==> src/rtl/supv_pkg.sv <==
package supv_pkg;

  // Phase of the reset pulse timer.
  typedef enum logic [1:0] {
    PH_HOLD  = 2'd0,  // a request is active, counter held at full value
    PH_COUNT = 2'd1,  // requests clear, counting down
    PH_RUN   = 2'd2   // reset released
  } phase_e;

  localparam int unsigned SYNC_STAGES_DEF = 2;

endpackage

==> src/rtl/supv_sync.sv <==
module supv_sync #(
  parameter int unsigned STAGES  = 2,
  parameter bit          RST_VAL = 1'b0
) (
  input  logic clk,
  input  logic por_n,
  input  logic din,
  output logic dout
);

  logic [STAGES-1:0] chain;

  for (genvar i = 0; i < STAGES; i++) begin : g_stage
    if (i == 0) begin : g_first
      always_ff @(posedge clk) begin
        if (!por_n) chain[0] <= RST_VAL;
        else        chain[0] <= din;
      end
    end else begin : g_next
      always_ff @(posedge clk) begin
        if (!por_n) chain[i] <= RST_VAL;
        else        chain[i] <= chain[i-1];
      end
    end
  end

  assign dout = chain[STAGES-1];

endmodule

==> src/rtl/supv_timer.sv <==
module supv_timer
  import supv_pkg::*;
#(
  parameter int unsigned RESET_CYCLES = 50_000_000,
  localparam int unsigned CW = $clog2(RESET_CYCLES + 1)
) (
  input  logic clk,
  input  logic por_n,
  input  logic req,
  output logic hold_rst
);

  localparam logic [CW-1:0] FULL = CW'(RESET_CYCLES);

  phase_e        phase;
  logic [CW-1:0] cnt;

  always_ff @(posedge clk) begin
    if (!por_n) begin
      phase <= PH_HOLD;
      cnt   <= FULL;
    end else if (req) begin
      phase <= PH_HOLD;
      cnt   <= FULL;
    end else if (cnt != '0) begin
      cnt   <= cnt - 1'b1;
      phase <= (cnt == CW'(1)) ? PH_RUN : PH_COUNT;
    end else begin
      phase <= PH_RUN;
    end
  end

  assign hold_rst = (phase != PH_RUN);

endmodule

==> src/rtl/supv_out.sv <==
module supv_out (
  input  logic clk,
  input  logic por_n,
  input  logic hold_rst,
  output logic rst_n_q,
  output logic rst_q
);

  // Two separate flops so that each pad gets its own clean registered drive.
  always_ff @(posedge clk) begin
    if (!por_n) begin
      rst_n_q <= 1'b0;
      rst_q   <= 1'b1;
    end else begin
      rst_n_q <= ~hold_rst;
      rst_q   <= hold_rst;
    end
  end

endmodule

==> src/rtl/supv_reset_gen.sv <==
module supv_reset_gen
  import supv_pkg::*;
#(
  parameter int unsigned RESET_CYCLES = 50_000_000,
  parameter int unsigned SYNC_STAGES  = SYNC_STAGES_DEF
) (
  input  logic clk,
  input  logic por_n,
  input  logic supply_ok,
  input  logic man_rst_n,
  output logic reset_n,
  output logic reset
);

  logic sup_s;
  logic mr_s;
  logic req_s;
  logic hold_rst;

  supv_sync #(.STAGES(SYNC_STAGES), .RST_VAL(1'b0)) u_sync_sup (
    .clk(clk), .por_n(por_n), .din(supply_ok), .dout(sup_s)
  );

  supv_sync #(.STAGES(SYNC_STAGES), .RST_VAL(1'b1)) u_sync_mr (
    .clk(clk), .por_n(por_n), .din(man_rst_n), .dout(mr_s)
  );

  assign req_s = ~sup_s | ~mr_s;

  supv_timer #(.RESET_CYCLES(RESET_CYCLES)) u_timer (
    .clk(clk), .por_n(por_n), .req(req_s), .hold_rst(hold_rst)
  );

  supv_out u_out (
    .clk(clk), .por_n(por_n), .hold_rst(hold_rst),
    .rst_n_q(reset_n), .rst_q(reset)
  );

endmodule

==> config.mk <==
export PLATFORM = sky130hd
export DESIGN_NAME = supv_reset_gen
export DESIGN_NICKNAME = d
export VERILOG_FILES = /design/src/rtl/supv_pkg.sv /design/src/rtl/supv_sync.sv /design/src/rtl/supv_timer.sv /design/src/rtl/supv_out.sv /design/src/rtl/supv_reset_gen.sv
export SDC_FILE = /design/constraint.sdc
export NUM_CORES = 1
export LEC_CHECK = 0
export ABC_AREA = 1
export BUFFER_PORTS_ARGS = -buffer_cell sky130_fd_sc_hd__buf_2
export CAP_MARGIN = 0
export CORE_ASPECT_RATIO = 0.75
export CORE_MARGIN = 8
export CORE_UTILIZATION = 54
export DETAILED_ROUTE_END_ITERATION = 12
export HOLD_SLACK_MARGIN = 0.06
export PLACE_DENSITY = 0.82
export SETUP_SLACK_MARGIN = 0.05
export SYNTH_ARGS = -nofsm -noshare
export SYNTH_HDL_FRONTEND = slang
export SYNTH_SLANG_ARGS = --single-unit
==> constraint.sdc <==
create_clock -name clk -period 1.7 [get_ports clk]
set_clock_uncertainty 0.1 [all_clocks]
set_input_delay 0.17 -clock clk [delete_from_list [all_inputs] [get_ports clk]]
set_output_delay 0.17 -clock clk [all_outputs]
set_load 0.05 [all_outputs]
==> Word-level counts from Yosys, hierarchy flattened <==
Cells that the tools add are included.
{ "classes": {"n_bitwise": 6, "eq_ne": 2, "n_mux": 2, "reduce_logical": 3, "addsub": 1} }
{ "ops": {"columns": ["operator", "count"], "rows": [
  ["26-bit by 1-bit == test with 1-bit output, second input constant", 1],
  ["26-bit nonzero test", 1],
  ["26-bit by 1-bit subtractor with 26-bit output, second input constant", 1],
  ["1-bit inverter", 5],
  ["2-bit two-way mux", 2],
  ["3-bit OR reduction", 1],
  ["2-bit != test, second input constant", 1],
  ["2-bit OR reduction", 1],
  ["1-bit OR", 1]
]} }
{ "totals": {"ff_bits": 34, "wordCells": 23, "out_inout_bits": 2, "input_bits": 4} }

==> Longest topological paths before layout <==
{ "depth": {"depth_word": 3, "depth_mapped": 10, "mapped_depth_nobuf": 10} }

==> Cells and area by module <==
Synthesis repeated with hierarchy kept, for this count alone.
{ "unflattened": {"cells_unflattened": 265, "area_unflattened_um2": 1800.5} }
{ "by_module_without_submodules": {"columns": ["mod", "seq_area_each_um2", "area_per_inst_um2", "cells_each", "instances"], "rows": [
  ["supv_timer", 560.5, 1629.1, 246, 1],
  ["supv_sync", 40.0, 55.1, 6, 2],
  ["supv_out", 40.0, 57.6, 6, 1],
  ["supv_reset_gen", 0.0, 3.8, 1, 1]
]} }

==> Least setup slack after synthesis <==
No wires, ideal clock.
{ "synth_path": {"kind": "flip-flop to flip-flop", "from": "register u_timer.cnt[0]", "to": "register u_timer.cnt[19]", "setup_slack_ns": 0.052, "setup_time_ns": 0.121, "path_buffers": 1, "required_time_ns": 1.479, "period_less_slack_ns": 1.648, "arrival_time_ns": 1.427, "path_stages_with_launch": 11, "cell_sequence": "dfxtp_1 inv_1 ha_1 nand2_2 nor2_4 nand2_2 inv_2 nand2_4 buf_6 nand3b_2 nand3_2"} }
{ "synth_between": {"elab_chain_cells": 1, "elab_cells_between_ends": 2, "cone_classes": "add/sub (1); reduce/logical (1)"} }
{ "synth_lines": {"columns": ["element", "line_no", "rtl"], "rows": [
  ["from (decl)", "supv_timer.sv:16", "logic [CW-1:0] cnt;"],
  ["from (signal assigned)", "supv_timer.sv:26", "cnt <= cnt - 1'b1;"],
  ["26-bit by 1-bit subtractor with 26-bit output / 26-bit nonzero test (equally long branches)", "supv_timer.sv:26, supv_timer.sv:25", null]
]} }
Several ways; a longest one is shown, not always the timed one.
A chain may end at the register's enable or synchronous reset.

==> Final worst setup path <==
{ "layout_path": {"from": "register u_timer.cnt[2]", "to": "register u_timer.cnt[15]"} }
Same word-level chain as after synthesis.

==> results.yml <==
status:
  status: "finished clean"
critical_path:
  critPathCaptureType: "register"
  path_cells: "nor2_1, nand2_1, nor2_1, nand2_1, xnor2_1, nand2_1, nand2_1"
  crit_slowest_cell: "dfxtp_1"
  critical_path.top_delay_family: "simple AND/OR/NAND/NOR gates"
  cp.required_ns: 1.76
  crit_top_cell: "nand2_1"
  worstPathMaxFanout: 5
  arrival_ns: 1.65
  cpPeakStageDelay_ns: 0.35
  worstSetupStartpointType: "register"
  crit_type: "register to register"
  crit_buf_inv: 0
placement:
  port_buffers: 5
  dp_cells: 310
  dp_hpwl_microns: 2845
  finalWeightedCongestion: 1.013
  pre_cts_slack_ns: 0.06237
logic_synthesis:
  ys_seq_area_frac: 0.3853
  synth_cell_types: 27
  yosysWarnings: 0
  yosys_most_used_dff: "dfxtp_1"
  synth-edff-count: 0
  synthArstFlopShare: 0
  netlist_area_sq_um: 1767
  synth-seq-cells: 34
  avgSynthCellArea_sq_um: 6.692
  synth_nets: 270
  netlist_instances: 264
route:
  viasPerCell: 5.204
  post-route-drc-count: 0
  drtAntennaViolNets: 0
  wirelength_microns: 4091
  first_pass_iters: 5
  wire_per_inst_microns: 12.63
  drt_iter0_drc: 172
  routed-via-count: 1686
floorplan:
  fp.coreArea_sq_um: 3198
  die_x_microns: 82.05
  num_rows: 18
  die_h_microns: 65.54
  start_util: 0.5524
  io_pins: 6
  die-area_sq_um: 5377
layout:
  area_growth_syn_to_layout_pct: 16.22
  drive_above_1_share: 0.1479
  mostFrequentLayoutCells: "nand2_1 (74), nor2_1 (56), dfxtp_1 (33)"
  diodes: 0
  num-nets-final: 289
  final_common_cell: "nand2_1"
  finish.utilization: 0.6420
  finalNonFillerCells: 324
  fillers: 281
timing:
  finalCriticalPeriod_ns: 1.594
  setup_viol: 0
  hold_violations: 0
  fin_setup_tns_ns: 0
  rsz0062_at_grt: "true"
  slew_headroom: 0.6905
  max_freq_mhz: 627.3
  worst_pin_slew_ns: 0.4637
  post-route-period-util: 0.9377
  slew_violations: 0
  worst_slack_ns: 0.1060
power:
  p_total_mw: 1.637
  power_density_nw_per_um2: 797.1
  vdd_drop_max_mv: 0.4180
  p_leak_nw: 0.9563
clocking:
  cts_tree: "yes"
  htreeDepth: 2
  path_clk_slew_ns: 0.07
  numCtsBuffers: 5
  cts_root_buffer: "clkbuf_8"
  clock_path_buffers: 2
  cts_sinks: 34
  clk_latency_ns: 0.28
global_routing:
  first_global_vias: 1439
  grt_start_max_net_pins: 22
  grt_usage: 0.1539
  antenna_found_initial: 0
  grt_pass1_wl_microns: 6375
  overflow: 0
hold_path:
  hold_class: "register to register"
flow_run:
  maxCapViolations: 0
[final cells by class]
class | instances | area, sq um | share of cell area
tap | 40 | 50.05 | 0.02438
clock buffer | 5 | 68.82 | 0.03352
clock inverter | 3 | 40.04 | 0.01950
sequential | 34 | 681.9 | 0.3321
timing repair buffer | 15 | 122.6 | 0.05972
multi-input combinational | 195 | 962.2 | 0.4686
inverter | 32 | 127.6 | 0.06216
[logic make-up after synthesis]
logic type | Yosys count | synth area share
xor gates and xnor gates | 11 | 0.05453
buffers and inverters | 36 | 0.08569
and+or+nand+nor | 172 | 0.4285
AOI/OAI and AO/OA | 9 | 0.03187
adders and majority gates | 2 | 0.01416
DFF | 34 | 0.3853
[sequential cells by signal (all words and copies together), names as in the netlist]
register          cells
u_sync_sup.chain      1
u_sync_sup.dout       1
u_out.rst_q           1
u_timer.cnt          26
u_sync_mr.dout        1
u_out.rst_n_q         1
u_sync_mr.chain       1
u_timer.phase         2
[worst paths after layout]
path	from	endpoint	slack (ns)	cells past startpoint
setup / recovery	u_timer.cnt[2]	u_timer.cnt[15]	0.11	7
hold / removal	u_timer.phase[0]	u_out.rst_n_q	0.30	1
setup reg to reg	u_timer.cnt[2]	u_timer.cnt[15]	0.11	7
hold reg to reg	u_timer.phase[0]	u_out.rst_n_q	0.30	1
[stage by stage]
step / instance area (sq um) / hold slack (ns)
2_1_floorplan: 1767 / 0.1635
3_3_place_gp: 1848 / 0.2501
3_5_place_dp: 1848 / 0.2588
4_1_cts: 2006 / 0.2965
5_1_grt: 2053 / 0.3097
6_report: 2053 / 0.2987
[synthesized netlist by cell type (2+ instances only)]
master	instances	area [sq um]
buf_6	2	22.52
o21ai_2	2	17.52
inv_1	30	112.6
nor2_2	5	31.28
a21oi_1	2	10.01
nand4_1	6	37.54
nand3_1	15	75.07
dfxtp_1	34	680.7
o21ai_0	3	15.01
inv_2	2	7.510
nand3_2	2	20.02
nor2_1	57	214.0
xnor2_1	7	61.31
nand2_1	74	277.8
xor2_1	4	35.03
nor3_1	4	20.02
or2_2	2	12.51
ha_1	2	25.02
nand2_2	3	18.77
[report_power, final]
group / internal [mW] / switching, mW
sequential: 0.807 / 0.00676
combinational: 0.0416 / 0.0684
clock: 0.431 / 0.282
[routing by layer]
| layer | up-vias | global-route usage | wire length, microns |
|---|---|---|---|
| li1 | 848 | - | - |
| met3 | 17 | 0.04768 | 372 |
| met4 | 0 | 0.05895 | 85 |
| met1 | 744 | 0.2033 | 1936 |
| met5 | - | 0 | 0 |
| met2 | 77 | 0.2271 | 1697 |
[worst register-to-register path, delay by kind of cell (launching register included)]
family / cells / cell delay (ns)
simple gates: 6 / 0.89
flops: 1 / 0.35
xor+xnor: 1 / 0.13
[timing repair]
action / 4_1_cts / 5_1_grt
resized for setup: 1 / 6
pin swaps: 0 / 4
cloned: 0 / 1
hold endpoints to repair: 3 / 0
hold buffers: 4 / 0
endpoints found under the setup margin: 1 / 17
buffers inserted: 0 / 1
(Power assumes the default switching activity.)
